--- config.mk ---
export PLATFORM = sky130hd
export DESIGN_NAME = spi_slave_hs
export DESIGN_NICKNAME = d
export VERILOG_FILES = /design/src/rtl/spis_pkg.sv /design/src/rtl/spis_sync.sv /design/src/rtl/spis_shift.sv /design/src/rtl/spis_regs.sv /design/src/rtl/spi_slave_hs.sv
export SDC_FILE = /design/constraint.sdc
export NUM_CORES = 1
export LEC_CHECK = 0
export ABC_AREA = 1
export ABC_CLOCK_PERIOD_IN_PS = 2100
export CORE_UTILIZATION = 48
export DETAILED_ROUTE_END_ITERATION = 10
export PLACE_DENSITY = 0.75
export SLEW_MARGIN = 20
export SYNTH_ARGS = -nofsm -noshare
export SYNTH_HDL_FRONTEND = slang
export SYNTH_HIERARCHICAL = 1
export SYNTH_SLANG_ARGS = --single-unit
--- constraint.sdc ---
create_clock -name clk -period 2.1 [get_ports clk]
set_input_delay 0.315 -clock clk [delete_from_list [all_inputs] [get_ports clk]]
set_output_delay 0.315 -clock clk [all_outputs]
set_load 0.02 [all_outputs]
--- src/rtl/spis_pkg.sv ---
package spis_pkg;

    localparam logic SEL_STATUS = 1'b0;
    localparam logic SEL_DATA   = 1'b1;

    typedef struct packed {
        logic spif;
        logic wcol;
        logic ovr;
    } spis_flags_t;

endpackage

--- src/rtl/spis_sync.sv ---
module spis_sync #(
    parameter int            W       = 3,
    parameter int            STAGES  = 2,
    parameter logic [W-1:0]  RST_VAL = '0
) (
    input  logic         clk,
    input  logic         rst_n,
    input  logic [W-1:0] din,
    output logic [W-1:0] dout
);

    logic [STAGES-1:0][W-1:0] stg_d, stg_q;

    always_comb begin
        stg_d[0] = din;
        for (int i = 1; i < STAGES; i++) begin
            stg_d[i] = stg_q[i-1];
        end
    end

    always_ff @(posedge clk or negedge rst_n) begin
        if (!rst_n) begin
            stg_q <= {STAGES{RST_VAL}};
        end else begin
            stg_q <= stg_d;
        end
    end

    assign dout = stg_q[STAGES-1];

endmodule

--- src/rtl/spis_shift.sv ---
module spis_shift #(
    parameter int DW = 8
) (
    input  logic          clk,
    input  logic          rst_n,
    input  logic          en,
    input  logic          cpol,
    input  logic          cpha,
    input  logic          sck_s,
    input  logic          ss_n_s,
    input  logic          mosi_s,
    input  logic          load,
    input  logic [DW-1:0] load_data,
    output logic          miso,
    output logic          busy,
    output logic          done,
    output logic [DW-1:0] rx_data
);

    localparam int CNT_W = (DW > 2) ? $clog2(DW) : 1;
    localparam logic [CNT_W-1:0] LAST_BIT = CNT_W'(DW - 1);

    typedef struct packed {
        logic             sck_p;
        logic             ss_p;
        logic [DW-1:0]    shreg;
        logic [DW-1:0]    rxsh;
        logic [CNT_W-1:0] cnt;
        logic             busy;
        logic             miso;
    } sh_t;

    sh_t q, d;

    logic rise, fall, lead, trail, active, samp, drv, ss_fall;

    always_comb begin
        rise    = sck_s & ~q.sck_p;
        fall    = ~sck_s & q.sck_p;
        lead    = cpol ? fall : rise;
        trail   = cpol ? rise : fall;
        active  = en & ~ss_n_s;
        samp    = active & (cpha ? trail : lead);
        drv     = active & (cpha ? lead : trail);
        ss_fall = active & q.ss_p & ~cpha;

        d       = q;
        d.sck_p = sck_s;
        d.ss_p  = ss_n_s;
        done    = 1'b0;
        rx_data = {q.rxsh[DW-2:0], mosi_s};

        if (!active) begin
            d.cnt  = '0;
            d.busy = 1'b0;
        end else begin
            if (drv || ss_fall) begin
                d.miso  = q.shreg[DW-1];
                d.shreg = {q.shreg[DW-2:0], 1'b0};
                if (drv) begin
                    d.busy = 1'b1;
                end
            end
            if (samp) begin
                d.rxsh = rx_data;
                if (q.cnt == LAST_BIT) begin
                    done   = 1'b1;
                    d.cnt  = '0;
                    d.busy = 1'b0;
                end else begin
                    d.cnt  = q.cnt + 1'b1;
                    d.busy = 1'b1;
                end
            end
        end

        if (load) begin
            d.shreg = load_data;
        end
    end

    always_ff @(posedge clk or negedge rst_n) begin
        if (!rst_n) begin
            q <= '{sck_p: 1'b0, ss_p: 1'b1, shreg: '0, rxsh: '0,
                   cnt: '0, busy: 1'b0, miso: 1'b0};
        end else begin
            q <= d;
        end
    end

    assign miso = active & q.miso;
    assign busy = q.busy | drv | samp;

endmodule

--- src/rtl/spis_regs.sv ---
module spis_regs
    import spis_pkg::*;
#(
    parameter int DW = 8
) (
    input  logic          clk,
    input  logic          rst_n,
    input  logic          en,
    input  logic          cpha,
    input  logic          ss_low,
    input  logic          busy,
    input  logic          done,
    input  logic [DW-1:0] rx_data,
    input  logic          bus_sel,
    input  logic          bus_rd,
    input  logic          bus_wr,
    input  logic [DW-1:0] bus_wdata,
    output logic [DW-1:0] bus_rdata,
    output logic          load,
    output spis_flags_t   flags,
    output logic [DW-1:0] rxbuf
);

    typedef struct packed {
        spis_flags_t   fl;
        logic          armed;
        logic [DW-1:0] rxbuf;
    } rg_t;

    rg_t q, d;

    logic rd_sr, rd_dr, wr_dr, clr, collide, any_flag;
    logic [DW-1:0] sr_vec;

    always_comb begin
        rd_sr    = bus_rd & (bus_sel == SEL_STATUS);
        rd_dr    = bus_rd & (bus_sel == SEL_DATA);
        wr_dr    = bus_wr & (bus_sel == SEL_DATA);
        any_flag = q.fl.spif | q.fl.wcol | q.fl.ovr;
        clr      = rd_dr & q.armed;
        collide  = en & (busy | (~cpha & ss_low));
        load     = 1'b0;
        d        = q;

        if (rd_sr && any_flag) begin
            d.armed = 1'b1;
        end

        if (clr) begin
            d.fl    = '0;
            d.armed = 1'b0;
        end

        if (wr_dr && !(q.fl.spif && !q.armed)) begin
            if (collide) begin
                d.fl.wcol = 1'b1;
            end else begin
                load = 1'b1;
                if (q.armed) begin
                    d.fl.wcol = 1'b0;
                end
            end
        end

        if (done) begin
            if (d.fl.spif) begin
                d.fl.ovr = 1'b1;
            end else begin
                d.fl.spif = 1'b1;
                d.rxbuf   = rx_data;
            end
        end

        sr_vec        = '0;
        sr_vec[DW-1]  = q.fl.spif;
        sr_vec[DW-2]  = q.fl.wcol;
        sr_vec[DW-3]  = q.fl.ovr;
        bus_rdata     = (bus_sel == SEL_DATA) ? q.rxbuf : sr_vec;
    end

    always_ff @(posedge clk or negedge rst_n) begin
        if (!rst_n) begin
            q <= '0;
        end else begin
            q <= d;
        end
    end

    assign flags = q.fl;
    assign rxbuf = q.rxbuf;

endmodule

--- src/rtl/spi_slave_hs.sv ---
module spi_slave_hs
    import spis_pkg::*;
#(
    parameter int DW          = 8,
    parameter int SYNC_STAGES = 2
) (
    input  logic          clk,
    input  logic          rst_n,
    input  logic          sck_i,
    input  logic          ss_n_i,
    input  logic          mosi_i,
    output logic          miso_o,
    input  logic          cfg_en,
    input  logic          cfg_irq_en,
    input  logic          cfg_cpol,
    input  logic          cfg_cpha,
    input  logic          irq_mask_i,
    input  logic          bus_sel,
    input  logic          bus_rd,
    input  logic          bus_wr,
    input  logic [DW-1:0] bus_wdata,
    output logic [DW-1:0] bus_rdata,
    output logic          irq_o
);

    localparam int NSIG = 3;
    localparam logic [NSIG-1:0] SYNC_RST = 3'b010;

    logic [NSIG-1:0] pins_s;
    logic            sck_s, ss_n_s, mosi_s;
    logic            sh_busy, sh_done, sh_load;
    logic [DW-1:0]   sh_rx;
    spis_flags_t     st_flags;
    logic            st_spif, st_wcol, st_ovr;
    logic [DW-1:0]   st_rxbuf;

    spis_sync #(.W(NSIG), .STAGES(SYNC_STAGES), .RST_VAL(SYNC_RST)) u_sync (
        .clk  (clk),
        .rst_n(rst_n),
        .din  ({sck_i, ss_n_i, mosi_i}),
        .dout (pins_s)
    );

    assign {sck_s, ss_n_s, mosi_s} = pins_s;

    spis_shift #(.DW(DW)) u_shift (
        .clk      (clk),
        .rst_n    (rst_n),
        .en       (cfg_en),
        .cpol     (cfg_cpol),
        .cpha     (cfg_cpha),
        .sck_s    (sck_s),
        .ss_n_s   (ss_n_s),
        .mosi_s   (mosi_s),
        .load     (sh_load),
        .load_data(bus_wdata),
        .miso     (miso_o),
        .busy     (sh_busy),
        .done     (sh_done),
        .rx_data  (sh_rx)
    );

    spis_regs #(.DW(DW)) u_regs (
        .clk      (clk),
        .rst_n    (rst_n),
        .en       (cfg_en),
        .cpha     (cfg_cpha),
        .ss_low   (~ss_n_s),
        .busy     (sh_busy),
        .done     (sh_done),
        .rx_data  (sh_rx),
        .bus_sel  (bus_sel),
        .bus_rd   (bus_rd),
        .bus_wr   (bus_wr),
        .bus_wdata(bus_wdata),
        .bus_rdata(bus_rdata),
        .load     (sh_load),
        .flags    (st_flags),
        .rxbuf    (st_rxbuf)
    );

    assign st_spif = st_flags.spif;
    assign st_wcol = st_flags.wcol;
    assign st_ovr  = st_flags.ovr;
    assign irq_o   = st_spif & cfg_irq_en & ~irq_mask_i;

endmodule

==> qor.yml <==
layout:
  final_util_pct: 66.01
  final_area_sq_um: 2507
  syn_to_final_growth_pct: 27.56
  layout-drive-gt1-share_pct: 19.23
  insertedDiodeCount: 0
  fillers: 322
  multi_input_area_sq_um: 749.5
  seqCellArea_sq_um: 1005
  finish.net_count: 308
timing:
  period_minus_slack_ns: 1.998
  setup_violations: 0
  max-slew-margin-rel_pct: 72.98
  fin_ws_ns: 0.1021
  period_share_pct: 95.14
  setup_tns_ns: 0
  clock_skew_ns: 0.003985
  hold_viol: 0
  rsz0062_at_grt: "false"
  max_slew.worst_pin.slew_ns: 0.4054
  whs_ns: 0.3522
  finalMaxSlewViolations: 0
  max_freq_ghz: 0.5005
pwr:
  powerDensity_nw_per_um2: 675.0
  max-vdd-ir-drop_uv: 537.0
  leakage_uw: 0.001402
placed_design:
  pre_cts_ws_ns: -0.2167
  io_buffers: 30
  placed_cell_area_sq_um: 2361
  dpl.hpwl_microns: 2687
  place.gp.congestion: 0.7575
status:
  outcome: "completed"
drt:
  drt_wl_total_microns: 3596
  drt_iter0_drc: 83
  drtAntennaViolNets: 0
  route.vias.total: 1583
  drc_errors: 0
  drt_pass1_iterations: 4
  viasPerCell: 4.740
  wire_per_inst_microns: 10.77
synthesis:
  yosysWarnings: 6
  avgSynthCellArea_sq_um: 8.190
  syn_area_sq_um: 1966
  synth_fp_nets: 263
  netlist_instances: 240
worst_setup_path:
  r2r.worst_path.cells: 15
  required_ns: 1.78
  crit_type: "primary input to output port"
  arrival_ns: 1.68
  cp-end-kind: "output port"
  crit_fanout: 13
  critPathLaunchType: "primary input"
floorplanning:
  dieHeight_microns: 65.99
  die_w_microns: 65.99
  rows: 22
  core_area_sq_um: 3799
  start_util_pct: 51.75
  ios: 31
  dieArea_sq_um: 4355
grt:
  antenna_found_initial: 0
  grt_pass1_vias: 1504
  grt-ovfl-total: 0
  grt_pass1_wl_microns: 6065
  grt_use_total_pct: 18.38
  grt_max_degree: 20
min_path:
  worstHoldPathCells: 0
  hp-class: "flip-flop to flip-flop"
cts:
  cts.sinks: 40
  root_buffer: "clkbuf_8"
  clockBufferDepth: 2
  cts.clk_slew.worst_paths_ns: 0.07
  cts_tree: "done"
  cts-htree-levels: 2
  clk_latency_ns: 0.28
  cts_buffers: 5
job:
  maxCapViolCount: 0
routing by layer:
| metal | vias up | part of all wire (%) | GRT usage [%] |
|---|---|---|---|
| met4 | 0 | 0.28 | 4.255 |
| met1 | 729 | 49 | 23.63 |
| met2 | 27 | 46 | 30.23 |
| met3 | 2 | 4.8 | 5.690 |
| li1 | 825 | - | - |
| met5 | - | 0 | 0 |
registers in the layout, summed over array words and instances (netlist names):
signal / cells
u_regs/flags: 3
u_regs/q: 1
u_regs/rxbuf: 8
u_shift/q: 15
u_shift/rx_data: 7
u_sync/dout: 3
u_sync/stg_d: 3
path summary, 6_finish.rpt:
path | from | to | slack (ns)
max | bus_sel | bus_rdata[3] | 0.10
min | u_sync/stg_d[3]$_DFF_PN0_ | u_sync/dout[0]$_DFF_PN0_ | 0.35
max reg2reg | u_sync/dout[2]$_DFF_PN0_ | u_shift/q[17]$_DFFE_PN0P_ | 0.20
min reg2reg | u_sync/stg_d[3]$_DFF_PN0_ | u_sync/dout[0]$_DFF_PN0_ | 0.35
max in group asynchronous | rst_n | u_sync/stg_d[4]$_DFF_PN1_ | 1.04
min in group asynchronous | rst_n | u_sync/stg_d[3]$_DFF_PN0_ | 0.49
cell type report:
cell class	count	share of cell area [%]
sequential	40	40.07
multi-input combinational	153	29.89
inverter	32	4.790
tap	48	2.395
clock inverter	2	0.3992
timing repair buffer	53	19.16
clock buffer	6	3.293
stage by stage:
stage          power (uW)  std cells
6_report             1693        334
5_1_grt              1801        334
4_1_cts              1713        332
3_5_place_dp         1200        323
3_3_place_gp         1193        323
2_1_floorplan        1122        240
critical path: stages:
cell and delay, ns:
clkdlybuf4s50_1 0.48, buf_4 0.19, nand2_1 0.06, inv_1 0.05, clkdlybuf4s50_1 0.59
placed cells by master, fill, tap and decap left out:
| master | n |
|---|---|
| a21boi_0 | 1 |
| a21oi_1 | 2 |
| a21oi_2 | 1 |
| a22o_1 | 6 |
| buf_2 | 1 |
| buf_4 | 21 |
| buf_6 | 1 |
| clkbuf_8 | 6 |
| clkdlybuf4s50_1 | 25 |
| clkinv_2 | 2 |
| dfrtp_1 | 37 |
| dfstp_2 | 3 |
| dlygate4sd2_1 | 1 |
| dlygate4sd3_1 | 1 |
| dlymetal6s2s_1 | 3 |
| ha_1 | 2 |
| inv_1 | 28 |
| inv_2 | 4 |
| nand2_1 | 88 |
| nand2_2 | 5 |
| nand3_1 | 19 |
| nand3_2 | 7 |
| nand3b_1 | 1 |
| nand4_1 | 3 |
| nor2_1 | 8 |
| nor2_2 | 2 |
| nor2_4 | 1 |
| o21ai_0 | 5 |
| o21ai_1 | 1 |
| o21ai_2 | 1 |
where the power goes:
group / internal [uW] / leakage [uW] / switching (uW)
clock network: 262 / 0.0000510 / 237
registers: 857 / 0.000522 / 49.6
logic: 136 / 0.000829 / 150
total: 1260 / 0.00140 / 437
repair_timing:
item | CTS | global route
hold buffers | 1 | 0
gates resized for setup | 1 | 12
buffers inserted | 0 | 1
pin swaps | 0 | 2
endpoints found under the hold margin | 17 | 0
endpoints found under the setup margin | 1 | 10
cloned | 0 | 1
No activity file was read; power rests on OpenSTA's default activity.
